`src/rtl/cdb_pkg.sv`:
```
// Shared helpers for the result bus arbiter.
// Assumes live sequence numbers span less than half of 2^w.
package cdb_pkg;

    // Modulo-2^w age test: true when a was issued before b.
    function automatic logic seq_older(input logic [63:0] a,
                                       input logic [63:0] b,
                                       input int unsigned w);
        logic [63:0] diff;
        diff = a - b;
        return diff[w-1];
    endfunction

endpackage

```
`src/rtl/cdb_slot.sv`:
```
// Holding slot for one producer's finished result.
// Captures a push, keeps it until it is granted or flushed, and reports
// whether it may compete this cycle. Assumes a push only into an empty slot.
module cdb_slot #(
    parameter int unsigned TAG_W  = 6,
    parameter int unsigned SEQ_W  = 6,
    parameter int unsigned DATA_W = 64
) (
    input  logic              clk,
    input  logic              rst_n,
    input  logic              push,
    input  logic [TAG_W-1:0]  push_tag,
    input  logic [SEQ_W-1:0]  push_seq,
    input  logic [DATA_W-1:0] push_data,
    input  logic              flush_valid,
    input  logic [SEQ_W-1:0]  flush_seq,
    input  logic              grant,
    output logic              occupied,
    output logic              eligible,
    output logic [TAG_W-1:0]  held_tag,
    output logic [SEQ_W-1:0]  held_seq,
    output logic [DATA_W-1:0] held_data
);
    import cdb_pkg::*;

    logic valid_q;
    logic kill_held;
    logic kill_new;

    // Flush decisions: remove entries strictly younger than the flush point.
    always_comb begin
        kill_held = flush_valid && valid_q &&
                    seq_older(64'(flush_seq), 64'(held_seq), SEQ_W);
        kill_new  = flush_valid &&
                    seq_older(64'(flush_seq), 64'(push_seq), SEQ_W);
    end

    // Slot occupancy: fill on push, empty on grant or flush.
    always_ff @(posedge clk) begin
        if (!rst_n) begin
            valid_q <= 1'b0;
        end else if (push && !kill_new) begin
            valid_q <= 1'b1;
        end else if (grant || kill_held) begin
            valid_q <= 1'b0;
        end
    end

    // Payload capture on an accepted push.
    always_ff @(posedge clk) begin
        if (!rst_n) begin
            held_tag  <= '0;
            held_seq  <= '0;
            held_data <= '0;
        end else if (push && !kill_new) begin
            held_tag  <= push_tag;
            held_seq  <= push_seq;
            held_data <= push_data;
        end
    end

    assign occupied = valid_q;
    assign eligible = valid_q && !kill_held;


    push_empty_chk: assert property (@(posedge clk) disable iff (!rst_n)
        push |-> !valid_q);


    hold_stable_chk: assert property (@(posedge clk) disable iff (!rst_n)
        (valid_q && !grant && !kill_held) |=>
        (valid_q && $stable(held_seq) && $stable(held_tag) && $stable(held_data)));


    flush_clear_chk: assert property (@(posedge clk) disable iff (!rst_n)
        kill_held |=> !valid_q);

endmodule

```
`src/rtl/cdb_oldest_pick.sv`:
```
// Oldest-first selector over the eligible slots.
// Produces a one-hot (or empty) grant vector. Equal sequence numbers are
// not expected; if they occur, the lower index wins.
module cdb_oldest_pick #(
    parameter int unsigned NUM_SRC = 9,
    parameter int unsigned SEQ_W   = 6
) (
    input  logic                       clk,
    input  logic                       rst_n,
    input  logic [NUM_SRC-1:0]         elig,
    input  logic [NUM_SRC*SEQ_W-1:0]   seq_flat,
    output logic [NUM_SRC-1:0]         gnt
);
    import cdb_pkg::*;

    // Every candidate is knocked out by any eligible older rival.
    always_comb begin
        for (int i = 0; i < NUM_SRC; i++) begin
            gnt[i] = elig[i];
            for (int j = 0; j < NUM_SRC; j++) begin
                if (j != i && elig[j]) begin
                    if (seq_older(64'(seq_flat[j*SEQ_W +: SEQ_W]),
                                  64'(seq_flat[i*SEQ_W +: SEQ_W]), SEQ_W) ||
                        (seq_flat[j*SEQ_W +: SEQ_W] == seq_flat[i*SEQ_W +: SEQ_W]
                         && j < i)) begin
                        gnt[i] = 1'b0;
                    end
                end
            end
        end
    end

    for (genvar gi = 0; gi < NUM_SRC; gi++) begin : g_win
        for (genvar gj = 0; gj < NUM_SRC; gj++) begin : g_rival
            if (gi != gj) begin : g_pair

                oldest_wins_chk: assert property (@(posedge clk) disable iff (!rst_n)
                    (gnt[gi] && elig[gj]) |->
                    !seq_older(64'(seq_flat[gj*SEQ_W +: SEQ_W]),
                               64'(seq_flat[gi*SEQ_W +: SEQ_W]), SEQ_W));
            end
        end
    end

endmodule

```
`src/rtl/cdb_arbiter.sv`:
```
// Result bus arbiter: one holding slot per producer, oldest-first grant,
// registered broadcast with a matching one-cycle acknowledge.
// Assumes producers push only into empty slots, and that live sequence
// numbers span less than half the counter range.
module cdb_arbiter #(
    parameter int unsigned N_LOAD = 4,
    parameter int unsigned N_FADD = 4,
    parameter int unsigned N_INT  = 1,
    parameter int unsigned TAG_W  = 6,
    parameter int unsigned SEQ_W  = 6,
    parameter int unsigned DATA_W = 64,
    localparam int unsigned NUM_SRC = N_LOAD + N_FADD + N_INT
) (
    input  logic                        clk,
    input  logic                        rst_n,
    input  logic [NUM_SRC-1:0]          push,
    input  logic [NUM_SRC*TAG_W-1:0]    push_tag,
    input  logic [NUM_SRC*SEQ_W-1:0]    push_seq,
    input  logic [NUM_SRC*DATA_W-1:0]   push_data,
    input  logic                        flush_valid,
    input  logic [SEQ_W-1:0]            flush_seq,
    output logic [NUM_SRC-1:0]          ack,
    output logic                        bus_valid,
    output logic [TAG_W-1:0]            bus_tag,
    output logic [DATA_W-1:0]           bus_data
);
    logic [NUM_SRC-1:0]        occ;
    logic [NUM_SRC-1:0]        elig;
    logic [NUM_SRC-1:0]        gnt;
    logic [NUM_SRC*TAG_W-1:0]  h_tag;
    logic [NUM_SRC*SEQ_W-1:0]  h_seq;
    logic [NUM_SRC*DATA_W-1:0] h_data;
    logic [TAG_W-1:0]          win_tag;
    logic [DATA_W-1:0]         win_data;

    for (genvar s = 0; s < NUM_SRC; s++) begin : g_slot
        cdb_slot #(
            .TAG_W (TAG_W),
            .SEQ_W (SEQ_W),
            .DATA_W(DATA_W)
        ) u_slot (
            .clk        (clk),
            .rst_n      (rst_n),
            .push       (push[s]),
            .push_tag   (push_tag[s*TAG_W +: TAG_W]),
            .push_seq   (push_seq[s*SEQ_W +: SEQ_W]),
            .push_data  (push_data[s*DATA_W +: DATA_W]),
            .flush_valid(flush_valid),
            .flush_seq  (flush_seq),
            .grant      (gnt[s]),
            .occupied   (occ[s]),
            .eligible   (elig[s]),
            .held_tag   (h_tag[s*TAG_W +: TAG_W]),
            .held_seq   (h_seq[s*SEQ_W +: SEQ_W]),
            .held_data  (h_data[s*DATA_W +: DATA_W])
        );
    end

    cdb_oldest_pick #(
        .NUM_SRC(NUM_SRC),
        .SEQ_W  (SEQ_W)
    ) u_pick (
        .clk     (clk),
        .rst_n   (rst_n),
        .elig    (elig),
        .seq_flat(h_seq),
        .gnt     (gnt)
    );

    // Winner payload mux: OR of the grant-masked slot contents.
    always_comb begin
        win_tag  = '0;
        win_data = '0;
        for (int k = 0; k < NUM_SRC; k++) begin
            win_tag  |= h_tag[k*TAG_W +: TAG_W]    & {TAG_W{gnt[k]}};
            win_data |= h_data[k*DATA_W +: DATA_W] & {DATA_W{gnt[k]}};
        end
    end

    // Broadcast register: valid, tag, value and acknowledge move together.
    always_ff @(posedge clk) begin
        if (!rst_n) begin
            bus_valid <= 1'b0;
            ack       <= '0;
            bus_tag   <= '0;
            bus_data  <= '0;
        end else begin
            bus_valid <= |gnt;
            ack       <= gnt;
            if (|gnt) begin
                bus_tag  <= win_tag;
                bus_data <= win_data;
            end
        end
    end


    one_grant_chk: assert property (@(posedge clk) disable iff (!rst_n)
        $onehot0(ack) && (bus_valid || ack == '0));


    bus_from_slot_chk: assert property (@(posedge clk) disable iff (!rst_n)
        bus_valid |-> $past(|occ));


    idle_quiet_chk: assert property (@(posedge clk) disable iff (!rst_n)
        (occ == '0) |=> !bus_valid);

endmodule

```
`config.mk`:
```
export PLATFORM = sky130hd
export DESIGN_NAME = cdb_arbiter
export DESIGN_NICKNAME = d
export VERILOG_FILES = /design/src/rtl/cdb_pkg.sv /design/src/rtl/cdb_slot.sv /design/src/rtl/cdb_oldest_pick.sv /design/src/rtl/cdb_arbiter.sv
export SDC_FILE = /design/constraint.sdc
export NUM_CORES = 2
export LEC_CHECK = 0
export BUFFER_PORTS_ARGS = -buffer_cell sky130_fd_sc_hd__clkbuf_2
export CELL_PAD_IN_SITES_DETAIL_PLACEMENT = 0
export CELL_PAD_IN_SITES_GLOBAL_PLACEMENT = 2
export CORE_MARGIN = 2
export CORE_UTILIZATION = 33
export CTS_CLUSTER_DIAMETER = 60
export DETAILED_ROUTE_END_ITERATION = 16
export PLACE_DENSITY = 0.88
export SLEW_MARGIN = 20
export SYNTH_ARGS = -nofsm -noshare
export SYNTH_HDL_FRONTEND = slang
export SYNTH_SLANG_ARGS = --single-unit
```
`constraint.sdc`:
```
create_clock -name clk -period 4.9 [get_ports clk]
set_input_delay 0.98 -clock clk [delete_from_list [all_inputs] [get_ports clk]]
set_output_delay 0.98 -clock clk [all_outputs]
set_load 0.01 [all_outputs]
```
==> flow_summary.yaml <==
status:
  outcome: "completed"
clock_network:
  clock_latency_ps: 720
  cts_sinks: 773
  cts_max_path_buffers: 3
  cts_root_buf: "clkbuf_16"
  tritoncts: "yes"
  cts_setup_buffers: 0
  cts_hold_buf: 0
  cts_buffers: 94
  ctsHtreeMaxLevel: 3
  clk_pin_slew_worst_paths_ps: 60
  ctsResizeCount: 0
logic_synthesis:
  postSynthCellCount: 5041
  ys_seq_area_frac: 0.367
  synth_top_area_cell: "dfxtp_1"
  ys_warn_count: 0
  synth_area_um2: 42100
  synth.ff_latch_count: 773
  synth_edf_count: 0
  synth.top_cell.area_share: 0.367
  ys.flop_type: "dfxtp_1"
  yosysUniqueCellTypes: 80
  syn-num-nets: 6175
  postSynthAreaPerCell_um2: 8.36
  synthArstFlopShare: 0
  yosys-top-cells-area: "dfxtp_1, nand2_1, ha_1"
run:
  maxCapViolCount: 0
setup_path:
  crit_path_max_fanout: 26
  max_stage_delay_ps: 820
  worstPathRequired_ps: 5480
  criticalPathCategory: "flop to flop"
  cp_slowest_cell: "dfxtp_1"
  timing.rr.start: "g_slot[6].u_slot.held_seq[0]$_SDFFE_PN0P_"
  path_buf_inv: 2
  critPathArrivalTime_ps: 4750
  crit_cells: 13
  path_cells: "inv_1, ha_1, nor2b_1, o21a_1, o21ai_0, nand2b_1, a21oi_1, xor2_1, a2111oi_4, or4_4, or2_4, buf_12, a31oi_1"
  crit_path_start_kind: "flop"
  path_delay_family: "simple AND/OR/NAND/NOR gates"
  ff2ff_path_depth: 13
  end_kind: "flop"
  crit_path_start: "g_slot[6].u_slot.held_seq[0]$_SDFFE_PN0P_"
sta:
  rsz0062_at_grt: "no"
  clock.fmax_mhz: 240
  period_minus_slack_ps: 4170
  drv_slew: 0
  setup_violations: 0
  fin_skew_ps: 71.6
  worst_slew_pin_slew_ps: 987
  hold_viol_final: 0
  slew_headroom: 0.342
  finalCritPeriodShare: 0.850
  fin_setup_tns_ps: 0
  worst_slack_ps: 734
routing:
  vias: 42400
  ant_nets: 0
  drcViolationCount: 0
  vias_per_cell: 5.58
  wl_per_cell_um: 28.6
  drt-initial-drc-count: 4463
  dr.pass1.iters: 12
  routed_wl_mm: 217
global_routing:
  grt_max_degree: 154
  grt_pass1_wl_mm: 301
  grtUsageTotal: 0.320
  grt-ovfl-total: 0
  antenna_found_initial: 23
  grt_pass1_vias: 40900
placement:
  dp_slack_ps: 233
  gp_congestion: 1.06
  place.detailed.hpwl_mm: 163
  place_inst: 7409
  port_buffers: 781
final_layout:
  drive_above_1_share: 0.211
  final_cells: 7592
  nets: 6977
  area_growth_pct: 25.2
  fin_util: 0.415
min_path:
  min_path_cells: 2
  min_from: "g_slot[5].u_slot.held_data[48]$_SDFFE_PN0P_"
  hp-class: "flop to flop"
power_and_ir_drop:
  power_density_nw_per_um2: 401
  power.leakage_nw: 22.5
  irDropWorstVdd_uv: 298
  finalPower_mw: 21.2
die:
  fp.dieH_um: 361
  dieArea_um2: 131000
  die_w_um: 361
  start_util: 0.331
  fp-row-count: 131
  pin_count: 782
  core_um2: 127000
-- cell usage after synthesis (all sizes together), types with 70 or more instances --
library cell  count
a21boi          688
a21o             88
a21oi            92
a222oi           70
a22oi           213
a31oi            90
and3             95
clkbuf          306
dfxtp           773
ha              432
inv             116
nand2          1453
o21ai            78
o31ai            82
-- cell type report --
class | count | area (µm²)
diodes | 12 | 30.0
fillers | 13000 | 74400
multi-input cells | 3809 | 25000
well taps | 1662 | 2080
inverters | 116 | 435
clock buffers | 130 | 2690
clock inverters | 41 | 497
flip-flops and latches | 773 | 15500
repair buffers | 1049 | 6580
-- registers in the layout (all words and copies together) (netlist names) --
name	cells
ack	9
bus_data	64
bus_tag	6
bus_valid	1
g_slot.u_slot.held_data	576
g_slot.u_slot.held_seq	54
g_slot.u_slot.held_tag	54
g_slot.u_slot.occupied	9
-- cell usage in the layout, fill, tap and decap left out, drive strengths merged, types with 82 or more instances in the layout --
cell,netlist,routed
nand2,1453,1453
clkbuf,306,910
dfxtp,773,773
a21boi,688,688
ha,432,432
buf,37,269
a22oi,213,213
inv,116,124
and3,95,95
a21oi,92,92
a31oi,90,90
a21o,88,88
o31ai,82,82
-- metal layers --
layer / share of wire / track usage / up-vias
met2: 0.45 / 0.517 / 2091
met1: 0.40 / 0.406 / 20600
met5: 0.00033 / 0 / -
met4: 0.062 / 0.179 / 12
met3: 0.080 / 0.0540 / 479
li1: - / - / 19200
-- kinds of logic (layout without fill, tap and decap cells) --
family	after synthesis	in the layout	share of synthesized area
simple gates	1756	1756	0.173
compound gates	1513	1513	0.265
flops	773	773	0.367
buf+inv	459	1336	0.0434
fa+ha+maj	432	432	0.128
xor+xnor	87	87	0.0184
mux	21	21	0.00508
other cells	0	12	0
-- final timing paths --
check             slack [ps]                                          end
setup / recovery         730                     bus_data[7]$_SDFFE_PN0P_
hold / removal           460  g_slot[5].u_slot.held_data[48]$_SDFFE_PN0P_
setup reg to reg         730                     bus_data[7]$_SDFFE_PN0P_
hold reg to reg          460  g_slot[5].u_slot.held_data[48]$_SDFFE_PN0P_
-- stage by stage --
step           instance area (µm²)  hold WS [ps]
5_1_grt                      52800           479
3_3_place_gp                 49500           449
4_1_cts                      52700           455
3_5_place_dp                 49500           456
6_report                     52800           460
2_1_floorplan                42100           443
-- report_power, final --
group	switching (mW)	internal [mW]
clock	3.03	4.14
combinational	4.14	2.24
sequential	0.655	6.98
-- worst reg2reg max path, cell delays in order, from the launching register on --
cell       delay [ps]
dfxtp_1           820
inv_1             490
ha_1              330
nor2b_1           100
o21a_1            110
o21ai_0            70
nand2b_1           90
a21oi_1            90
xor2_1            510
a2111oi_4         210
or4_4             610
or2_4             320
buf_12            190
a31oi_1           160
Power figures use the tool's default switching activity.
